<file path="src/rtl/tree_route_pkg.sv">
package tree_route_pkg;

    typedef enum logic [1:0] {
        RS_IDLE  = 2'b00,
        RS_DOWN  = 2'b01,
        RS_UP    = 2'b10,
        RS_LOCAL = 2'b11
    } route_state_t;

endpackage

</file>
<file path="src/rtl/tree_turn_finder.sv">
module tree_turn_finder #(
    parameter int RADIX_LOG2 = 2,
    parameter int DIGITS     = 3,
    parameter int LVL_W      = 2
) (
    input  logic [RADIX_LOG2*DIGITS-1:0] src,
    input  logic [RADIX_LOG2*DIGITS-1:0] dst,
    output logic [LVL_W-1:0]             turn_lvl,
    output logic                         differ
);
    localparam int AW = RADIX_LOG2 * DIGITS;

    logic [AW-1:0]     rel;
    logic [DIGITS-1:0] digit_nz;

    assign rel = src ^ dst;

    // one nonzero flag per radix digit of the relative address
    for (genvar d = 0; d < DIGITS; d++) begin : g_nz
        assign digit_nz[d] = |rel[d*RADIX_LOG2 +: RADIX_LOG2];
    end

    assign differ = |digit_nz;

    // highest nonzero digit wins: later loop iterations overwrite
    always_comb begin
        turn_lvl = '0;
        for (int d = 0; d < DIGITS; d++) begin
            if (digit_nz[d]) turn_lvl = LVL_W'(d);
        end
    end

    // the turn digit is nonzero and nothing above it differs
    always_comb begin
        if (differ) begin
            a_r4_turn_is_top_digit: assert (
                ((rel >> (RADIX_LOG2 * (32'(turn_lvl) + 1))) == '0) &&
                ((rel >> (RADIX_LOG2 * 32'(turn_lvl))) != '0));
        end
    end

endmodule

</file>
<file path="src/rtl/tree_parent_rr.sv">
module tree_parent_rr #(
    parameter int PARENTS = 3,
    parameter int IDX_W   = 2
) (
    input  logic             clk,
    input  logic             rst_n,
    input  logic             advance,
    output logic [IDX_W-1:0] ptr
);
    if (PARENTS == 1) begin : g_single
        assign ptr = '0;
    end else begin : g_multi
        logic [IDX_W-1:0] ptr_q;

        always_ff @(posedge clk) begin
            if (!rst_n) begin
                ptr_q <= '0;
            end else if (advance) begin
                ptr_q <= (ptr_q == IDX_W'(PARENTS - 1)) ? '0 : ptr_q + 1'b1;
            end
        end

        assign ptr = ptr_q;

        // pointer only moves on an accepted upward header
        a_r6_ptr_holds: assert property (@(posedge clk) disable iff (!rst_n)
            !advance |=> $stable(ptr_q));
        // pointer never names a missing parent
        a_r8_ptr_in_range: assert property (@(posedge clk) disable iff (!rst_n)
            32'(ptr_q) < PARENTS);
    end

endmodule

</file>
<file path="src/rtl/tree_updown_route.sv">
module tree_updown_route
    import tree_route_pkg::*;
#(
    parameter int RADIX_LOG2 = 2,
    parameter int DIGITS     = 3,
    parameter int PARENTS    = 3,
    localparam int AW        = RADIX_LOG2 * DIGITS,
    localparam int LVL_W     = (DIGITS > 1) ? $clog2(DIGITS) : 1,
    localparam int PAR_W     = (PARENTS > 1) ? $clog2(PARENTS) : 1,
    localparam int IDX_W     = (PAR_W > RADIX_LOG2) ? PAR_W : RADIX_LOG2
) (
    input  logic             clk,
    input  logic             rst_n,
    input  logic             hdr_valid,
    input  logic [AW-1:0]    src_addr,
    input  logic [AW-1:0]    dst_addr,
    input  logic [LVL_W-1:0] sw_level,
    output logic             out_valid,
    output logic [1:0]       out_kind,
    output logic [IDX_W-1:0] out_port
);
    route_state_t          state_q, state_d;
    logic [IDX_W-1:0]      idx_q, idx_d;
    logic [LVL_W-1:0]      turn_lvl;
    logic                  differ;
    logic [IDX_W-1:0]      rr_ptr;
    logic                  up_fire;
    logic [RADIX_LOG2-1:0] dst_digit;

    tree_turn_finder #(
        .RADIX_LOG2 (RADIX_LOG2),
        .DIGITS     (DIGITS),
        .LVL_W      (LVL_W)
    ) u_turn (
        .src      (src_addr),
        .dst      (dst_addr),
        .turn_lvl (turn_lvl),
        .differ   (differ)
    );

    // destination digit belonging to this switch's level
    always_comb begin
        dst_digit = '0;
        for (int d = 0; d < DIGITS; d++) begin
            if (32'(sw_level) == d) dst_digit = dst_addr[d*RADIX_LOG2 +: RADIX_LOG2];
        end
    end

    // next-state decision
    always_comb begin
        state_d = RS_IDLE;
        idx_d   = '0;
        if (hdr_valid) begin
            if (!differ) begin
                state_d = RS_LOCAL;
            end else if (sw_level < turn_lvl) begin
                state_d = RS_UP;
                idx_d   = rr_ptr;
            end else begin
                state_d = RS_DOWN;
                idx_d   = IDX_W'(dst_digit);
            end
        end
    end

    assign up_fire = (state_d == RS_UP);

    tree_parent_rr #(
        .PARENTS (PARENTS),
        .IDX_W   (IDX_W)
    ) u_rr (
        .clk     (clk),
        .rst_n   (rst_n),
        .advance (up_fire),
        .ptr     (rr_ptr)
    );

    // state register
    always_ff @(posedge clk) begin
        if (!rst_n) begin
            state_q <= RS_IDLE;
            idx_q   <= '0;
        end else begin
            state_q <= state_d;
            idx_q   <= idx_d;
        end
    end

    // outputs from state
    always_comb begin
        unique case (state_q)
            RS_IDLE: begin
                out_valid = 1'b0;
                out_kind  = 2'b00;
                out_port  = '0;
            end
            RS_DOWN: begin
                out_valid = 1'b1;
                out_kind  = 2'b01;
                out_port  = idx_q;
            end
            RS_UP: begin
                out_valid = 1'b1;
                out_kind  = 2'b10;
                out_port  = idx_q;
            end
            RS_LOCAL: begin
                out_valid = 1'b1;
                out_kind  = 2'b11;
                out_port  = '0;
            end
            default: begin
                out_valid = 1'b0;
                out_kind  = 2'b00;
                out_port  = '0;
            end
        endcase
    end

    // a header shows up exactly one cycle later
    a_r2_valid_follows: assert property (@(posedge clk) disable iff (!rst_n)
        hdr_valid |=> out_valid);
    a_r2_no_spurious: assert property (@(posedge clk) disable iff (!rst_n)
        !hdr_valid |=> !out_valid);
    // equal addresses leave through the local port
    a_r3_local: assert property (@(posedge clk) disable iff (!rst_n)
        (hdr_valid && (src_addr == dst_addr)) |=> (out_kind == 2'b11 && out_port == '0));
    // differing addresses never go local
    a_r4_not_local: assert property (@(posedge clk) disable iff (!rst_n)
        (hdr_valid && (src_addr != dst_addr)) |=> (out_kind != 2'b11));
    // idle cycles clear the selection
    a_r7_idle_clear: assert property (@(posedge clk) disable iff (!rst_n)
        !hdr_valid |=> (out_kind == 2'b00 && out_port == '0));
    // an upward selection names an existing parent
    a_r8_up_range: assert property (@(posedge clk) disable iff (!rst_n)
        (out_kind == 2'b10) |-> (32'(out_port) < PARENTS));

endmodule

</file>
<file path="config.mk">
export PLATFORM = sky130hd
export DESIGN_NAME = tree_updown_route
export DESIGN_NICKNAME = d
export VERILOG_FILES = /design/src/rtl/tree_route_pkg.sv /design/src/rtl/tree_turn_finder.sv /design/src/rtl/tree_parent_rr.sv /design/src/rtl/tree_updown_route.sv
export SDC_FILE = /design/constraint.sdc
export NUM_CORES = 1
export LEC_CHECK = 0
export BUFFER_PORTS_ARGS = -buffer_cell sky130_fd_sc_hd__buf_2
export CAP_MARGIN = 40
export CORE_AREA = 3 3 40 42
export CTS_CLUSTER_SIZE = 40
export DETAILED_ROUTE_END_ITERATION = 10
export DIE_AREA = 0 0 43 45
export GPL_TIMING_DRIVEN = 0
export PLACE_DENSITY_LB_ADDON = 0.15
export SETUP_SLACK_MARGIN = 0.02
export SLEW_MARGIN = 25
export SYNTH_ARGS = -nofsm -noshare
export SYNTH_HDL_FRONTEND = slang
export SYNTH_SLANG_ARGS = --single-unit
</file>
<file path="constraint.sdc">
create_clock -name clk -period 1.52 [get_ports clk]
set_input_delay 0.076 -clock clk [delete_from_list [all_inputs] [get_ports clk]]
set_output_delay 0.076 -clock clk [all_outputs]
set_load 0.01 [all_outputs]
</file>
---- Word level (Yosys, flattened, before mapping) ----
Cells that the tools add are included.
storage, ports and cells
  register bits after elaboration ......... 6
  bits of input ports ..................... 17
  output and inout port bits .............. 5
cells by class
  $add $sub $neg .......................... 1
  $lt $le $gt $ge ......................... 1
  equality and inequality tests ........... 7
  muxes and demuxes ....................... 13
  bitwise gates (word level) .............. 1
  reduce and logical (&&, ||, !) cells .... 9
operators with widths
  operator                                        number
  two-way mux 2 bit                               9
  == test 2 bit (second input constant)           5
  one-hot mux 2 bit (4 select lines)              1
  OR reduction 2 bit                              4
  OR reduction 6 bit                              1
  XOR 6 bit                                       1
  == test 2 x 1 -> 1 bit (second input constant)  2
  logical NOT 2 bit                               2
  one-hot mux 2 bit (2 select lines)              1
  AND reduction 3 bit                             1
  OR reduction 3 bit                              1
  adder 2 x 1 -> 2 bit (second input constant)    1
  less-than comparator 2 bit                      1
  one-hot mux 1 bit (2 select lines)              1
  two-way mux 1 bit                               1

---- Longest topological paths before layout ----
Gate-level depths: netlist (run 1).
  depth in word-level cells ............... 9
  gate-level depth with buffers ........... 7
  depth with buffers taken out ............ 7

---- Modules after synthesis ----
A second synthesis (run 1) with hierarchy kept.
second synthesis, totals
  cell total of the unflattened synthesis .. 54
  area, all modules ....................... 491.7 um^2
modules (own cells, without submodules)
  module             times used  cells each  area an instance (um^2)  sequential area each (um^2)
  tree_updown_route  1           36          315.3                    80.1
  tree_turn_finder   1           10          90.1                     0.0
  tree_parent_rr     1           8           86.3                     40.0

---- Worst setup path before layout (run 1) ----
No wires, ideal clock.
  path type ............................... input -> register
  from .................................... input port dst_addr[5]
  to ...................................... register u_rr.g_multi.ptr_q[0] (netlist: u_rr.ptr[0])
  setup time .............................. 119 ps
  arrival ................................. 1,534 ps
  required time ........................... 1,401 ps
  setup slack ............................. -132 ps
  cell stages on the path ................. 7
  path buffers ............................ 0
  cell sequence ........................... xor2_1 nor2_1 ha_1 or2_2 o41ai_4 nand3_2 mux2i_1
on the way
  word-level cells in the longest chain between the ends .. 8
ends and longest elaborated chain
  item                        RTL line                 RTL
  start, declared             tree_updown_route.sv:16  input logic [AW-1:0] dst_addr,
  XOR 6 bit (*)               tree_turn_finder.sv:16   assign rel = src ^ dst;
  OR reduction 2 bit          tree_turn_finder.sv:20   assign digit_nz[d] = |rel[d*RADIX_LOG2 +: RADIX_LOG2];
  two-way mux 2 bit           tree_turn_finder.sv:29   if (digit_nz[d]) turn_lvl = LVL_W'(d);
  less-than comparator 2 bit  tree_updown_route.sv:56  end else if (sw_level < turn_lvl) begin
  two-way mux 2 bit           tree_updown_route.sv:56
  two-way mux 2 bit (*)       tree_updown_route.sv:54  if (!differ) begin
  two-way mux 2 bit (*)       tree_updown_route.sv:53  if (hdr_valid) begin
  == test 2 bit (*)           tree_updown_route.sv:66  assign up_fire = (state_d == RS_UP);
  end signal, assigned        tree_parent_rr.sv:19     ptr_q <= (ptr_q == IDX_W'(PARENTS - 1)) ? '0 : ptr_q + 1'b1;
  end, declared               tree_parent_rr.sv:13     logic [IDX_W-1:0] ptr_q;
Every way passes the cells marked *; elsewhere a longest branch is shown, timed or not.
A chain may end at the register's enable or synchronous reset.

---- Final worst setup path (run 1) ----
  from .................................... input port dst_addr[4]
  to ...................................... register u_rr.g_multi.ptr_q[1] (netlist: u_rr.ptr[1])
The elaborated chain is that of the path after synthesis.

==> run summary, run 1 <==
WL/cell: 10.3 µm
Worst clock skew: 0.677 ps
ANT cells: 0
Clk_lat worst skew: 250 ps
CTS buffer count: 3
Total of max-cap violations: 0
CTS Root Cell: clkbuf_4
P_leak: 0.346 nW
CTS max path bufs: 2
Warning count from the yosys run: 0
Final instance area: 679 µm²
Cell Pwr Density: 739 nW/µm²
Syn avg cell area: 8.60 µm²
Dpl hpwl: 859 µm
Worst vdd ir: 0.000484 V
Peak Freq: 722 MHz
Slew headroom: 70.8%
Syn Nets: 77
Hold-fix buffers at CTS: 0
Mapped Area: 473 µm²
Worst Path Class, Setup: input pin to register
Grt ovf: 0
Initial antenna violation count: 0
Final wirelength: 986 µm
Final cell count without fillers: 96
Initial DRC Count: 5
Worst-path clk slew: 40 ps
Initial Util: 36.8%
Number of global-route vias before repair: 438
Post-Syn Instances: 55
Total clock sinks: 6
# DRC: 0
Seq/Total Area, Yosys: 25.4%
Dpl cell area: 642 µm²
Setup WS pre-CTS: -263 ps
Fin. max-slew vios: 0
Vert. Die Dim: 45 µm
Slew @ Worst Pin: 437 ps
Die X: 43 µm
Detail Route Antenna Nets: 0
Vias per cell: 4.64
Share of cells above drive strength 1: 43.2%
Vias: 445
Fill cells: 124
Hold slack: 105 ps
RSZ-0062 raised after global routing: false
Period utilisation layout: 91.1%
Cells after DPL: 91
FF+latch count, synth: 6
GP Congestion: 0.744
Layout overhead on the synthesized area: 43.7%
# setup viols final: 0
Core area: 1280 µm²
CP startpoint kind: input pin
Outcome: finished, final reports clean
CP arrival: 1520 ps
Final min period: 1380 ps
Worst Setup End Kind: register
Site Rows: 13
DR pass1 iterations: 2
I/O pin count: 22
Port Buf Inserts: 21
Area occupied by registers: 120 µm²
Overall Global Routing Usage: 11.9%
# H-tree levels: 1
CP required: 1660 ps
CTS tree: yes
Hold Crit Class: input pin to register
CP max FO: 5
Die ar.: 1940 µm²
Yosys cell types: 18
Final Hold Fails: 0
Total Power: 502 µW
First-pass GRT wire length: 1660 µm
Largest net degree at the start of global routing: 7
Area of the multi-input gates: 383 µm²
Final WS setup: 135 ps
Layout Nets: 105
[worst paths after layout]
check / startpoint / to / depth (start not counted) / slack (ps)
min: hdr_valid / state_q[1] / 3 / 100
max: dst_addr[4] / u_rr.ptr[1] / 8 / 140
min reg2reg: u_rr.ptr[1] / u_rr.ptr[1] / 2 / 490
max reg2reg: u_rr.ptr[1] / u_rr.ptr[1] / 2 / 850
[flip-flops by register name, summed over array words and instances, names as in the netlist]
name	count
state_q	2
u_rr.ptr	2
idx_q	2
[where the power goes]
group | switching, mW | internal (mW) | leakage (nW)
sequential | 0.00852 | 0.170 | 0.0490
combinational | 0.0845 | 0.0880 | 0.283
clock | 0.0613 | 0.0895 | 0.0138
[cells in the mapped netlist]
library cell,number,share of area [%]
a21oi_1,2,2.1
nand3_2,1,2.1
xor2_1,4,7.4
nand4_1,1,1.3
ha_1,5,13
or2_2,3,4.0
dfxtp_1,6,25
nand3_1,1,1.1
nand3b_1,1,1.6
xnor2_1,2,3.7
nor2_1,7,5.6
nand2_1,6,4.8
o41ai_4,1,5.8
o21ai_0,2,2.1
mux2i_1,6,13
and2_1,2,2.6
nor2b_1,1,1.3
inv_1,4,3.2
[metal layers]
metal / track usage, % / wire, µm / vias to the layer above / part of all wire [%]
met1: 10.7 / 373 / 198 / 38
met2: 21.9 / 508 / 12 / 52
met3: 5.58 / 88 / 3 / 8.9
li1: - / - / 232 / -
met5: 0 / 0 / - / 0
met4: 7.23 / 16 / 0 / 1.6
[per-stage QoR]
step,setup TNS [ps],utilization (%)
5_1_grt,0,52.9
4_1_cts,0,51.7
6_report,0,52.9
3_5_place_dp,-1210,50.0
2_1_floorplan,-6.18,-
3_3_place_gp,-1140,50.0
[layout make-up]
cell class / instances / share of cell area [%]
sequential: 6 / 17.7
inverter: 4 / 2.21
tap: 15 / 2.76
timing repair buffer: 23 / 17.7
multi-input combinational: 45 / 56.4
clock buffer: 3 / 3.31
[cells by family after synthesis]
kind of cell	after synthesis	share of synthesized area, %
AND/OR/NAND/NOR	23	24.3
AO/OA/AOI/OAI	5	10.1
multiplexers	6	12.7
flip-flops	6	25.4
XOR/XNOR	6	11.1
adder cells (fa/ha/maj)	5	13.2
buffers and inverters	4	3.17
[what timing repair did]
action | in CTS | in global routing
pin swaps | 1 | 1
resized for setup | 0 | 0
endpoints found under the setup margin | 3 | 4
buffers inserted | 0 | 2
[cells in the final DEF (no fill, tap or decap), types with 3 or more instances in the layout]
| cell type | synthesis | layout |
|---|---|---|
| ha_1 | 5 | 4 |
| dfxtp_1 | 6 | 6 |
| clkbuf_4 | 0 | 3 |
| nand2_1 | 6 | 6 |
| inv_1 | 4 | 4 |
| nor2_1 | 7 | 6 |
| buf_2 | 0 | 21 |
| mux2i_1 | 6 | 6 |
[critical path, stage by stage]
cell and delay [ps]:
buf_2 150, xor2_4 170, nor2_2 70, ha_2 170, or2_4 230, o41ai_4 370
nand3_2 160, mux2i_1 140
No activity file was read; power rests on OpenSTA's default activity.
==> run 2: changes to the inputs <==
==> constraint.sdc (replaced) <==
create_clock -name clk -period 1.52 [get_ports clk]
set_input_delay 0.304 -clock clk [delete_from_list [all_inputs] [get_ports clk]]
set_output_delay 0.304 -clock clk [all_outputs]
set_load 0.01 [all_outputs]
==> run summary, run 2 (synthesized netlist as in run 1, its figures left out) <==
Setup WS pre-CTS: -484 ps (was -263 ps)
Total clock sinks: 6 (unchanged)
# setup viols final: 5 (was 0)
Slew @ Worst Pin: 416 ps (was 437 ps)
Cell Pwr Density: 703 nW/µm² (was 739 nW/µm²)
Reg2Reg Depth: 2 (unchanged)
Reg-to-reg endpoint: u_rr.ptr[1] (unchanged)
Share of cells above drive strength 1: 54.8% (was 43.2%)
Cells after DPL: 91 (unchanged)
Util after Layout: 59.9% (was 52.9%)
Initial Util: 36.8% (unchanged)
Site Rows: 13 (unchanged)
Final instance area: 769 µm² (was 679 µm²)
Failing checks: negative setup slack
P_leak: 0.370 nW (was 0.346 nW)
Worst clock skew: 0.728 ps (was 0.677 ps)
Initial DRC Count: 2 (was 5)
Outcome: complete, but fails checks (was finished, final reports clean)
CP max FO: 4 (was 5)
CP Cell Sequence: buf_8 -> xor2_4 -> nor2_2 -> ha_2 -> or2_4 -> o41ai_4 -> buf_4 -> inv_2 -> a21oi_2 (was buf_2 -> xor2_4 -> nor2_2 -> ha_2 -> or2_4 -> o41ai_4 -> nand3_2 -> mux2i_1)
CTS tree: yes (unchanged)
Worst Path Buf+Inv: 3 (was 1)
CTS buffer count: 3 (unchanged)
Dpl cell area: 642 µm² (unchanged)
Period utilisation layout: 103% (was 91.1%)
Number of global-route vias before repair: 475 (was 438)
CP arrival: 1730 ps (was 1520 ps)
Die ar.: 1940 µm² (unchanged)
First-pass GRT wire length: 1770 µm (was 1660 µm)
R2r setup slk: 860 ps (was 850 ps)
Grt ovf: 0 (unchanged)
Most frequent cells in the layout: buf_2 (16), buf_4 (7), nor2_1 (6), nand2_1 (6), mux2i_1 (6) (was buf_2 (21), nor2_1 (6), nand2_1 (6), mux2i_1 (6), dfxtp_1 (6))
Dpl hpwl: 855 µm (was 859 µm)
Overall Global Routing Usage: 12.1% (was 11.9%)
Final WS setup: -40.2 ps (was 135 ps)
Final wirelength: 1080 µm (was 986 µm)
CP startpoint kind: input pin (unchanged)
Hold-fix buffers at CTS: 0 (unchanged)
Core area: 1280 µm² (unchanged)
Vias per cell: 4.66 (was 4.64)
Port Buf Inserts: 21 (unchanged)
Clk_lat worst skew: 240 ps (was 250 ps)
CTS max path bufs: 2 (unchanged)
# DRC: 0 (unchanged)
Vias: 461 (was 445)
Final cell count without fillers: 99 (was 96)
Hold path depth: 3 (unchanged)
CTS Root Cell: clkbuf_4 (unchanged)
Worst path max stage delay: 350 ps (was 370 ps)
Peak Freq: 641 MHz (was 722 MHz)
Worst-path clk slew: 50 ps (was 40 ps)
Initial antenna violation count: 0 (unchanged)
I/O pin count: 22 (unchanged)
Hold Startpoint: rst_n (was hdr_valid)
GP Congestion: 0.743 (was 0.744)
Slew headroom: 72.2% (was 70.8%)
RSZ-0062 raised after global routing: true (was false)
Vert. Die Dim: 45 µm (unchanged)
Layout Nets: 108 (was 105)
Die X: 43 µm (unchanged)
Largest net degree at the start of global routing: 7 (unchanged)
WL/cell: 10.9 µm (was 10.3 µm)
Worst vdd ir: 0.000607 V (was 0.000484 V)
Layout overhead on the synthesized area: 62.7% (was 43.7%)
Total of max-cap violations: 0 (unchanged)
Setup TNS: -188 ps (was 0 ps)
Worst Path Class, Setup: input pin to register (unchanged)
Hold Crit Class: input pin to register (unchanged)
RR Startpoint: u_rr.ptr[1] (unchanged)
Family with the most delay on the worst path: compound AO/OA/AOI/OAI gates (was simple AND/OR/NAND/NOR gates)
Worst Setup End Kind: register (unchanged)
ANT cells: 0 (unchanged)
Fin. max-slew vios: 0 (unchanged)
Hold Path Sink: u_rr.ptr[0] (was state_q[1])
Final min period: 1560 ps (was 1380 ps)
CP required: 1690 ps (was 1660 ps)
Final Hold Fails: 0 (unchanged)
Slowest cell on crit path: o41ai_4 (unchanged)
# H-tree levels: 1 (unchanged)
Detail Route Antenna Nets: 0 (unchanged)
Most common cell after layout, fill and taps aside: buf_2 (unchanged)
DR pass1 iterations: 3 (was 2)
==> run 2: cell type report <==
class / instances / area, µm²
clock buffer: 3 / 22.5
fill: 118 / 515
inverter: 4 / 17.5
multi-input combinational: 45 / 418
sequential: 6 / 123
tap: 15 / 18.8
timing repair buffer: 26 / 170
==> run 2: per-stage QoR <==
step	hold slack, ps	total power [mW]
detailed placement	488	0.349
global placement	482	0.343
floorplan	443	0.290
global route	362	0.580
finish	354	0.541
CTS	345	0.540
==> run 2: how the worst max path moves through the flow <==
| stage | to | depth (start not counted) | from | slack [ps] |
|---|---|---|---|---|
| 5_1_grt | idx_q[1] | 8 | dst_addr[5] | -120 |
| 6_report | state_q[1] | 9 | dst_addr[5] | -40 |
| 3_5_place_dp | u_rr.ptr[1] | 8 | dst_addr[5] | -480 |
| 4_1_cts | idx_q[1] | 8 | dst_addr[5] | -30 |
| 3_3_place_gp | u_rr.ptr[1] | 8 | src_addr[4] | -480 |
| 2_1_floorplan | u_rr.ptr[0] | 7 | src_addr[4] | -230 |
==> run 2: worst min-delay path, stage by stage <==
cell	delay [ps]
buf_2	130
nand2_1	60
mux2i_1	50
==> run 2: layer usage <==
| metal | global-route usage, % | routed length [µm] |
|---|---|---|
| met1 | 11.4 | 400 |
| met2 | 24.3 | 616 |
| met3 | 5.58 | 60 |
| met4 | 1.81 | 0 |
| met5 | 0 | 0 |
==> run 2: power breakdown <==
group,switching (mW),leakage [nW],internal [mW]
logic,0.0965,0.306,0.115
clock network,0.0585,0.0138,0.0894
registers,0.0108,0.0498,0.171
==> run 2: timing repair <==
action,in CTS,in global routing
buffers inserted,5,0
setup endpoints to repair,9,9
resized for setup,15,4
pin swaps,4,1
==> run 3: changes to the inputs <==
--- a/config.mk
+++ b/config.mk
@@ -12,7 +12,7 @@
 export DETAILED_ROUTE_END_ITERATION = 10
 export DIE_AREA = 0 0 43 45
 export GPL_TIMING_DRIVEN = 0
-export PLACE_DENSITY_LB_ADDON = 0.15
+export PLACE_DENSITY = 0.73
 export SETUP_SLACK_MARGIN = 0.02
 export SLEW_MARGIN = 25
 export SYNTH_ARGS = -nofsm -noshare
==> run summary, run 3 (synthesized netlist as in run 1, its figures left out) <==
Total clock sinks: 6 (unchanged)
Final WS setup: -95.6 ps (was -40.2 ps)
Slew @ Worst Pin: 296 ps (was 416 ps)
GP Congestion: 0.724 (was 0.743)
CTS Root Cell: clkbuf_4 (unchanged)
Net Switching: 179 µW (was 166 µW)
Die ar.: 1940 µm² (unchanged)
# H-tree levels: 1 (unchanged)
Slew headroom: 80.2% (was 72.2%)
Switch share: 30.5% (was 30.6%)
Worst-path clk slew: 50 ps (about the same)
RSZ-0062 raised after global routing: true (unchanged)
Period utilisation layout: 106% (was 103%)
Die X: 43 µm (unchanged)
Failing checks: negative setup slack (unchanged)
Peak Freq: 619 MHz (was 641 MHz)
Fill cells: 109 (was 118)
Setup WS pre-CTS: -499 ps (was -484 ps)
Area of the multi-input gates: 437 µm² (was 418 µm²)
Fin. max-slew vios: 0 (unchanged)
P_leak: 0.400 nW (was 0.370 nW)
Cells after DPL: 91 (unchanged)
Util after Layout: 65.5% (was 59.9%)
Outcome: complete, but fails checks (unchanged)
CP arrival: 1750 ps (was 1730 ps)
Worst Setup End Kind: register (unchanged)
Final cell count without fillers: 104 (was 99)
CP Cell Sequence: buf_8 -> xor2_4 -> nor2_4 -> ha_4 -> or2_4 -> o41ai_4 -> buf_6 -> mux2i_2 -> nor2_1 (was buf_8 -> xor2_4 -> nor2_2 -> ha_2 -> or2_4 -> o41ai_4 -> buf_4 -> inv_2 -> a21oi_2)
CTS buffer count: 3 (unchanged)
Final wirelength: 1210 µm (was 1080 µm)
Layout overhead on the synthesized area: 78.0% (was 62.7%)
Detail Route Antenna Nets: 0 (unchanged)
Internal power: 409 µW (was 375 µW)
Worst vdd ir: 0.000542 V (was 0.000607 V)
Vert. Die Dim: 45 µm (unchanged)
Number of global-route vias before repair: 469 (was 475)
Layout Nets: 113 (was 108)
CTS tree: yes (unchanged)
Clk network pwr share: 24.8% (was 27.3%)
Total of max-cap violations: 0 (unchanged)
Largest net degree at the start of global routing: 7 (unchanged)
Final Hold Fails: 0 (unchanged)
Comb pwr share: 44.3% (was 39.0%)
Grt ovf: 0 (unchanged)
Final instance area: 842 µm² (was 769 µm²)
Total Power: 588 µW (was 541 µW)
Slowest cell on crit path: or2_4 (was o41ai_4)
R2r setup slk: 830 ps (was 860 ps)
# setup viols final: 5 (unchanged)
DR pass1 iterations: 4 (was 3)
Vias: 509 (was 461)
Cell Pwr Density: 698 nW/µm² (was 703 nW/µm²)
Dpl hpwl: 813 µm (was 855 µm)
Worst path max stage delay: 230 ps (was 350 ps)
Initial DRC Count: 6 (was 2)
Core area: 1280 µm² (unchanged)
Initial antenna violation count: 0 (unchanged)
CP required: 1650 ps (was 1690 ps)
Area occupied by registers: 123 µm² (unchanged)
ANT cells: 0 (unchanged)
CTS max path bufs: 2 (unchanged)
Port Buf Inserts: 21 (unchanged)
CP startpoint kind: input pin (unchanged)
First-pass GRT wire length: 1920 µm (was 1770 µm)
Vias per cell: 4.89 (was 4.66)
Share of cells above drive strength 1: 59.6% (was 54.8%)
Seq pwr share: 30.9% (was 33.6%)
Clk_lat worst skew: 240 ps (about the same)
Worst Path Class, Setup: input pin to register (unchanged)
Hold-fix buffers at CTS: 0 (unchanged)
Worst clock skew: 2.01 ps (was 0.728 ps)
Final min period: 1620 ps (was 1560 ps)
Most frequent cells in the layout: buf_2 (16), buf_4 (8), nor2_1 (6), nand2_1 (6) (was buf_2 (16), buf_4 (7), nor2_1 (6), nand2_1 (6), mux2i_1 (6))
Dpl cell area: 642 µm² (unchanged)
I/O pin count: 22 (unchanged)
Initial Util: 36.8% (unchanged)
CP max FO: 4 (unchanged)
# DRC: 0 (unchanged)
Hold Crit Class: input pin to register (unchanged)
Most common cell after layout, fill and taps aside: buf_2 (unchanged)
Site Rows: 13 (unchanged)
Overall Global Routing Usage: 13.4% (was 12.1%)
WL/cell: 11.7 µm (was 10.9 µm)
[run 3: final cells by class]
type | count | area share (%)
inverter | 4 | 1.78
clock buffer | 3 | 2.67
sequential | 6 | 14.6
timing repair buffer | 31 | 26.9
multi-input combinational | 45 | 51.9
tap | 15 | 2.23
[run 3: what timing repair did]
action,CTS,global route
pin swaps,6,3
buffers inserted,9,2
setup endpoints to repair,9,9
resized for setup,14,14
[run 3: final timing paths]
| kind | from | endpoint | cells past startpoint |
|---|---|---|---|
| hold / removal | hdr_valid | idx_q[1] | 3 |
| hold reg to reg | u_rr.ptr[0] | u_rr.ptr[0] | 2 |
| setup reg to reg | u_rr.ptr[1] | u_rr.ptr[1] | 2 |
| setup / recovery | src_addr[5] | idx_q[1] | 9 |
[run 3: through the flow]
| stage | TNS [ps] | hold slack (ps) |
|---|---|---|
| CTS | -168 | 320 |
| finish | -163 | 366 |
| detailed placement | -2540 | 498 |
| global route | -519 | 394 |
| floorplan | -1040 | 443 |
| global placement | -2400 | 476 |
[run 3: per-layer routing]
layer  part of all wire, %  GRT usage, %
met1                    39          14.1
met2                    54          22.2
met3                   6.5          5.58
met4                  0.33          8.43
met5                     0             0
[run 3: critical path: cells and delay by family]
family                   cells  cell delay [ps]
AND/OR/NAND/NOR              3              360
adder cells (fa/ha/maj)      1              150
multiplexers                 1              230
AO/OA/AOI/OAI                1              230
buffers and inverters        2              280
XOR/XNOR                     1              180
[run 3: power by group through the flow]
| stage | Sequential, mW | Clock, mW | Combinational [mW] |
|---|---|---|---|
| finish | 0.181 | 0.146 | 0.261 |
| global route | 0.184 | 0.160 | 0.283 |
| CTS | 0.181 | 0.152 | 0.225 |
| detailed placement | 0.183 | 0 | 0.164 |
| global placement | 0.182 | 0 | 0.161 |
| floorplan | 0.180 | 0 | 0.110 |
